[src/rtl/cmp_timer_pkg.sv]
package cmp_timer_pkg;
  localparam int unsigned RST_COUNT_VAL = 1;
  localparam int unsigned RST_CMP_VAL   = 0;
endpackage

[src/rtl/cmp_timer_rstsync.sv]
module cmp_timer_rstsync (
  input  logic clk,
  input  logic rst_n,
  output logic rst_sync_n
);
  logic s1_q, s2_q;

  always_ff @(posedge clk or negedge rst_n) begin
    if (!rst_n) begin
      s1_q <= 1'b0;
      s2_q <= 1'b0;
    end else begin
      s1_q <= 1'b1;
      s2_q <= s1_q;
    end
  end

  assign rst_sync_n = s2_q;
endmodule

[src/rtl/cmp_timer_tick.sv]
module cmp_timer_tick #(
  parameter int unsigned DIV = 1
) (
  input  logic clk,
  input  logic rst_n,
  input  logic freeze,
  output logic tick
);
  generate
    if (DIV <= 1) begin : g_direct
      logic unused_pins;
      assign unused_pins = clk ^ rst_n;
      assign tick = !freeze;
    end else begin : g_div
      localparam int unsigned DW = $clog2(DIV);
      localparam logic [DW-1:0] LAST = DW'(DIV - 1);
      logic [DW-1:0] div_q, div_d;

      // phase advances only on unfrozen cycles, so no tick is lost or added
      always_comb begin
        div_d = div_q;
        if (!freeze) begin
          div_d = (div_q == LAST) ? '0 : div_q + 1'b1;
        end
      end

      always_ff @(posedge clk or negedge rst_n) begin
        if (!rst_n) div_q <= '0;
        else        div_q <= div_d;
      end

      assign tick = !freeze && (div_q == LAST);
    end
  endgenerate
endmodule

[src/rtl/cmp_timer_count.sv]
module cmp_timer_count
  import cmp_timer_pkg::*;
#(
  parameter int unsigned W = 32
) (
  input  logic         clk,
  input  logic         rst_n,
  input  logic         tick,
  input  logic         wr_en,
  input  logic [W-1:0] wr_data,
  output logic [W-1:0] cnt_q
);
  logic [W-1:0] cnt_d;

  // a software load outranks the increment; the sum wraps
  always_comb begin
    cnt_d = cnt_q;
    if (wr_en)     cnt_d = wr_data;
    else if (tick) cnt_d = cnt_q + W'(1);
  end

  always_ff @(posedge clk or negedge rst_n) begin
    if (!rst_n) cnt_q <= W'(RST_COUNT_VAL);
    else        cnt_q <= cnt_d;
  end
endmodule

[src/rtl/cmp_timer_match.sv]
module cmp_timer_match
  import cmp_timer_pkg::*;
#(
  parameter int unsigned W     = 32,
  parameter int unsigned LINES = 8,
  parameter int unsigned RW    = 3
) (
  input  logic             clk,
  input  logic             rst_n,
  input  logic             freeze,
  input  logic [W-1:0]     cnt,
  input  logic             cmp_wr_en,
  input  logic [W-1:0]     cmp_wr_data,
  input  logic [RW-1:0]    route,
  output logic [W-1:0]     cmp_q,
  output logic             pending_q,
  output logic [LINES-1:0] irq_lines
);
  logic [W-1:0] cmp_d;
  logic         pending_d;
  logic         hit;

  assign hit = !freeze && (cnt == cmp_q);

  always_comb begin
    cmp_d     = cmp_q;
    pending_d = pending_q;
    if (cmp_wr_en) begin
      cmp_d     = cmp_wr_data;
      pending_d = 1'b0;
    end else if (hit) begin
      pending_d = 1'b1;
    end
  end

  always_ff @(posedge clk or negedge rst_n) begin
    if (!rst_n) begin
      cmp_q     <= W'(RST_CMP_VAL);
      pending_q <= 1'b0;
    end else begin
      cmp_q     <= cmp_d;
      pending_q <= pending_d;
    end
  end

  for (genvar i = 0; i < LINES; i++) begin : g_line
    assign irq_lines[i] = pending_q && (route == RW'(i));
  end
endmodule

[src/rtl/cmp_timer.sv]
module cmp_timer #(
  parameter int unsigned CNT_W     = 32,
  parameter int unsigned TICK_DIV  = 1,
  parameter int unsigned IRQ_LINES = 8,
  localparam int unsigned ROUTE_W  = $clog2(IRQ_LINES)
) (
  input  logic                 clk,
  input  logic                 rst_n,
  input  logic                 freeze,
  input  logic [ROUTE_W-1:0]   route,
  input  logic                 cnt_wr_en,
  input  logic [CNT_W-1:0]     cnt_wr_data,
  input  logic                 cmp_wr_en,
  input  logic [CNT_W-1:0]     cmp_wr_data,
  output logic [CNT_W-1:0]     cnt_rd,
  output logic                 tick_pending,
  output logic [IRQ_LINES-1:0] irq_lines
);
  logic             rst_i;
  logic             tick;
  logic [CNT_W-1:0] cnt_q;
  logic [CNT_W-1:0] cmp_q;

  cmp_timer_rstsync u_rst (
    .clk        (clk),
    .rst_n      (rst_n),
    .rst_sync_n (rst_i)
  );

  cmp_timer_tick #(.DIV(TICK_DIV)) u_tick (
    .clk    (clk),
    .rst_n  (rst_i),
    .freeze (freeze),
    .tick   (tick)
  );

  cmp_timer_count #(.W(CNT_W)) u_count (
    .clk     (clk),
    .rst_n   (rst_i),
    .tick    (tick),
    .wr_en   (cnt_wr_en),
    .wr_data (cnt_wr_data),
    .cnt_q   (cnt_q)
  );

  cmp_timer_match #(.W(CNT_W), .LINES(IRQ_LINES), .RW(ROUTE_W)) u_match (
    .clk         (clk),
    .rst_n       (rst_i),
    .freeze      (freeze),
    .cnt         (cnt_q),
    .cmp_wr_en   (cmp_wr_en),
    .cmp_wr_data (cmp_wr_data),
    .route       (route),
    .cmp_q       (cmp_q),
    .pending_q   (tick_pending),
    .irq_lines   (irq_lines)
  );

  assign cnt_rd = cnt_q;
endmodule

[config.mk]
export PLATFORM = sky130hd
export DESIGN_NAME = cmp_timer
export DESIGN_NICKNAME = d
export VERILOG_FILES = /design/src/rtl/cmp_timer_pkg.sv /design/src/rtl/cmp_timer_rstsync.sv /design/src/rtl/cmp_timer_tick.sv /design/src/rtl/cmp_timer_count.sv /design/src/rtl/cmp_timer_match.sv /design/src/rtl/cmp_timer.sv
export SDC_FILE = /design/constraint.sdc
export NUM_CORES = 1
export LEC_CHECK = 0
export BUFFER_PORTS_ARGS = -buffer_cell sky130_fd_sc_hd__buf_4
export CELL_PAD_IN_SITES_DETAIL_PLACEMENT = 0
export CELL_PAD_IN_SITES_GLOBAL_PLACEMENT = 1
export CORE_MARGIN = 1.5
export CORE_UTILIZATION = 39
export CTS_CLUSTER_DIAMETER = 30
export DETAILED_ROUTE_END_ITERATION = 6
export HOLD_SLACK_MARGIN = 0.15
export PLACE_DENSITY = 0.81
export SLEW_MARGIN = 10
export SYNTH_ARGS = -nofsm -noshare
export SYNTH_HDL_FRONTEND = slang
export SYNTH_SLANG_ARGS = --single-unit
export TNS_END_PERCENT = 100
[constraint.sdc]
create_clock -name clk -period 2.3 [get_ports clk]
set_input_delay 0.345 -clock clk [delete_from_list [all_inputs] [get_ports clk]]
set_output_delay 0.345 -clock clk [all_outputs]
set_load 0.01 [all_outputs]
==> results.md <==
* Unique masters post-synth at 33
* Synth Area in Compound Gates at 9.188%
* Final cell count without fillers at 559
* Crit-path max cell delay at 0.59 ns
* Peak Freq at 461.4 MHz
* Post-synth ARST share at 100.0%
* Top delay family on crit path: simple AND/OR/NAND/NOR gates
* Core Area at 8721 um2
* Post_cts resized at 0
* Slew margin rel. at 58.33%
* Post-Synth Adder-Cell Area at 0.3561%
* Final Hold Viols at 0
* MaxCap Viol Count at 0
* Die area at 9587 um2
* Synth warn at 0
* Critical Path AT at 2.44 ns
* Detailed Place HPWL at 6903 um
* Antenna viol nets, final at 0
* Largest cells by area after synthesis: dfrtp_1 47%, mux2_2 10%, xor2_1 9.2%, a31oi_1 3.4%, or4_1 3.0%
* Most common cell in the synthesized netlist: dfrtp_1
* Crit path cell chain: ha_1 > and3b_1 > nand4_4 > or4_1 > a31oi_1
* Cell Area, Synth at 3513 um2
* Worst path slowest cell: dfstp_2
* Hold Path Sink: u_count.cnt_q[5]$_DFFE_PN0P_
* Drt total wl at 9391 um
* Buffers on Ports at 112
* Initial DRC count at 184
* Min Clock Period, post-route at 2.167 ns
* Min-delay worst type: in -> reg
* Status: finished clean
* Diodes inserted at 0
* Critical path fanouts, max at 19
* CTS root buf: clkbuf_8
* Synth top area share at 47.01%
* R2r setup slk at 0.13 ns
* Reg2Reg Depth at 5
* WP buf/inv at 0
* Layout Skew at 0.01020 ns
* Final routed DRC violation total at 0
* Xor-xnor portion of the synthesized cell area at 10.72%
* Io pins at 113
* Routability cong. at 0.7593
* CP startpoint kind: flop
* Area of the multi-input gates at 1737 um2
* TritonCTS clock tree: yes
* Fill count at 803
* Worst-skew pair later-pin latency at 0.35 ns
* Nature of the critical path endpoint: flop
* Syn Area/Cell at 10.46 um2
* Syn_nets at 409
* EDFF count, synth at 0
* Starting density of the core at 40.29%
* Die span in x at 97.92 um
* First-pass GRT wire length at 14,860 um
* Wire per inst at 16.80 um
* CTS H-tree lvls at 3
* Post-synthesis cell count at 336
* Vias post-DR at 3,020
* Hold Crit Depth at 3
* DRT Pass-1 Iters at 4
* Combinational family with the most area after synthesis: simple AND/OR/NAND/NOR gates
* Critical path class: reg -> reg
* Site row count at 34
* RSZ-0062 raised after global routing: false
* Clock tree buffer depth at 2
* Commonest cells post-synth: 66 x dfrtp_1, 37 x xor2_1, 32 x mux2_2
* RR Endpoint: u_count.cnt_q[30]$_DFFE_PN0P_
* GRT Total Usage at 19.82%
* Max Slew Vio Count at 0
* Sequential cell area at 1679 um2
* Worst vdd ir at 0.3305 mV
* Largest net degree at the start of global routing at 40
* Simple-gate portion of the synthesized area at 18.52%
* Worst-margin pin slew at 0.6250 ns
* Initial antenna violation count at 0
* Placed Instances at 542
* Inserted Clock Buffers at 9
* Period utilisation layout at 94.24%
* Grt ovf at 0
* Total negative slack at 0 ns
* Cell Pwr Density at 622.2 nW/um2
* Mux cell area share after synthesis at 10.54%
* Critical Path RT at 2.57 ns
* Num Clock Sinks at 67
* Crit Reg-Reg Startpoint: u_count.cnt_q[0]$_DFFE_PN1P_
* Sequential area share after synthesis at 47.76%
* Worst hold start: cnt_wr_data[5]
* Reg clk slew, reported paths at 0.08 ns
* Area leader, netlist: dfrtp_1
* Vias in the first global route at 2,954
* Die H at 97.92 um
* Final-stage net count at 519
* Flops & latches, synth at 67
* Via density at 5.403
* Leakage at 2.010 nW
* Final Setup Violations at 0
* Ys flop type: dfrtp_1
* Share of cells above drive strength 1 at 37.25%
* Synth-to-Final Area Change at 32.37%
[report_power, final]
part           total (mW)  switching, mW  internal (mW)  leakage, nW
sequential           1.45          0.155           1.29        0.779
clock               0.898          0.477          0.422       0.0778
combinational       0.550          0.244          0.306         1.15
[cell families after synthesis]
family / count (synthesis)
simple gates: 115
other cells: 1
buf+inv: 24
mux: 33
xor+xnor: 43
fa+ha+maj: 1
compound gates: 52
flops: 67
[stage by stage]
stage	total power, mW	utilization, %	hold WS, ns	cell area, um2	worst slack, ns
after global routing	3.035	53.33	0.1895	4651	0.002480
after detailed placement	2.021	51.15	0.1296	4461	0.1456
after global placement	2.008	51.15	0.1286	4461	0.2189
final	2.894	53.33	0.1966	4651	0.1326
after floorplan	1.724	-	0.04941	3513	0.2979
after CTS	2.921	53.33	0.1871	4651	0.1084
[cell type report]
| type | count | share of cell area [%] |
|---|---|---|
| well taps | 108 | 2.906 |
| multi-input cells | 245 | 37.34 |
| clock buffers | 11 | 3.040 |
| flip-flops and latches | 67 | 36.10 |
| clock inverters | 5 | 0.8340 |
| repair buffers | 118 | 19.37 |
| inverters | 5 | 0.4036 |
[registers in the layout, indices dropped and copies added (netlist names)]
name and count:
u_match.cmp_q 32, u_rst.s1_q 1, u_count.cnt_q 32, u_match.pending_q 1, u_rst.rst_sync_n 1
[what timing repair did]
item | in CTS | in global routing
hold buffers | 1 | 0
setup endpoints to repair | 0 | 0
endpoints found under the hold margin | 2 | 0
buffers inserted | 0 | 0
[layer usage]
layer | track usage, % | up-vias | wire (um)
met2 | 30.82 | 79 | 4416
met3 | 6.514 | 9 | 581
li1 | - | 1453 | -
met4 | 4.286 | 0 | 87
met5 | 0 | - | 0
met1 | 27.10 | 1479 | 4306
[cell usage in the layout (no fill, tap or decap), types with 2 or more instances in the layout]
cell type   instances
o31ai_1            13
and3_1              2
xor2_1             37
or4_1              14
o21ai_0            18
clkinvlp_4          4
a31oi_1            19
nor4_1              7
inv_1               5
buf_4             116
nand3_1            10
mux2_2             32
nand4_1            11
nor2_1             25
and4b_1             2
nand2_1            23
nand2b_1            3
nor3_1              3
or3_1               6
clkbuf_8           10
xnor2_1             6
dfrtp_1            65
and4_1              4
nand4_4             2
[tightest hold or removal path: cells and delay by family]
| kind | cells | cell delay, ns |
|---|---|---|
| buf+inv | 1 | 0.07 |
| compound gates | 1 | 0.06 |
| simple gates | 1 | 0.04 |
[worst max path at each step]
stage                            startpoint                       endpoint  slack [ns]  cells past startpoint
3_5_place_dp   u_count.cnt_q[0]$_DFFE_PN1P_  u_count.cnt_q[30]$_DFFE_PN0P_        0.15                      5
2_1_floorplan    u_rst.rst_sync_n$_DFF_PN0_  u_count.cnt_q[10]$_DFFE_PN0P_        0.30                      0
6_report       u_count.cnt_q[0]$_DFFE_PN1P_  u_count.cnt_q[30]$_DFFE_PN0P_        0.13                      5
3_3_place_gp   u_count.cnt_q[0]$_DFFE_PN1P_  u_count.cnt_q[30]$_DFFE_PN0P_        0.22                      5
4_1_cts        u_count.cnt_q[0]$_DFFE_PN1P_  u_count.cnt_q[30]$_DFFE_PN0P_        0.11                      5
5_1_grt        u_count.cnt_q[0]$_DFFE_PN1P_  u_count.cnt_q[30]$_DFFE_PN0P_       0.002                      5
No activity file was read; power rests on OpenSTA's default activity.
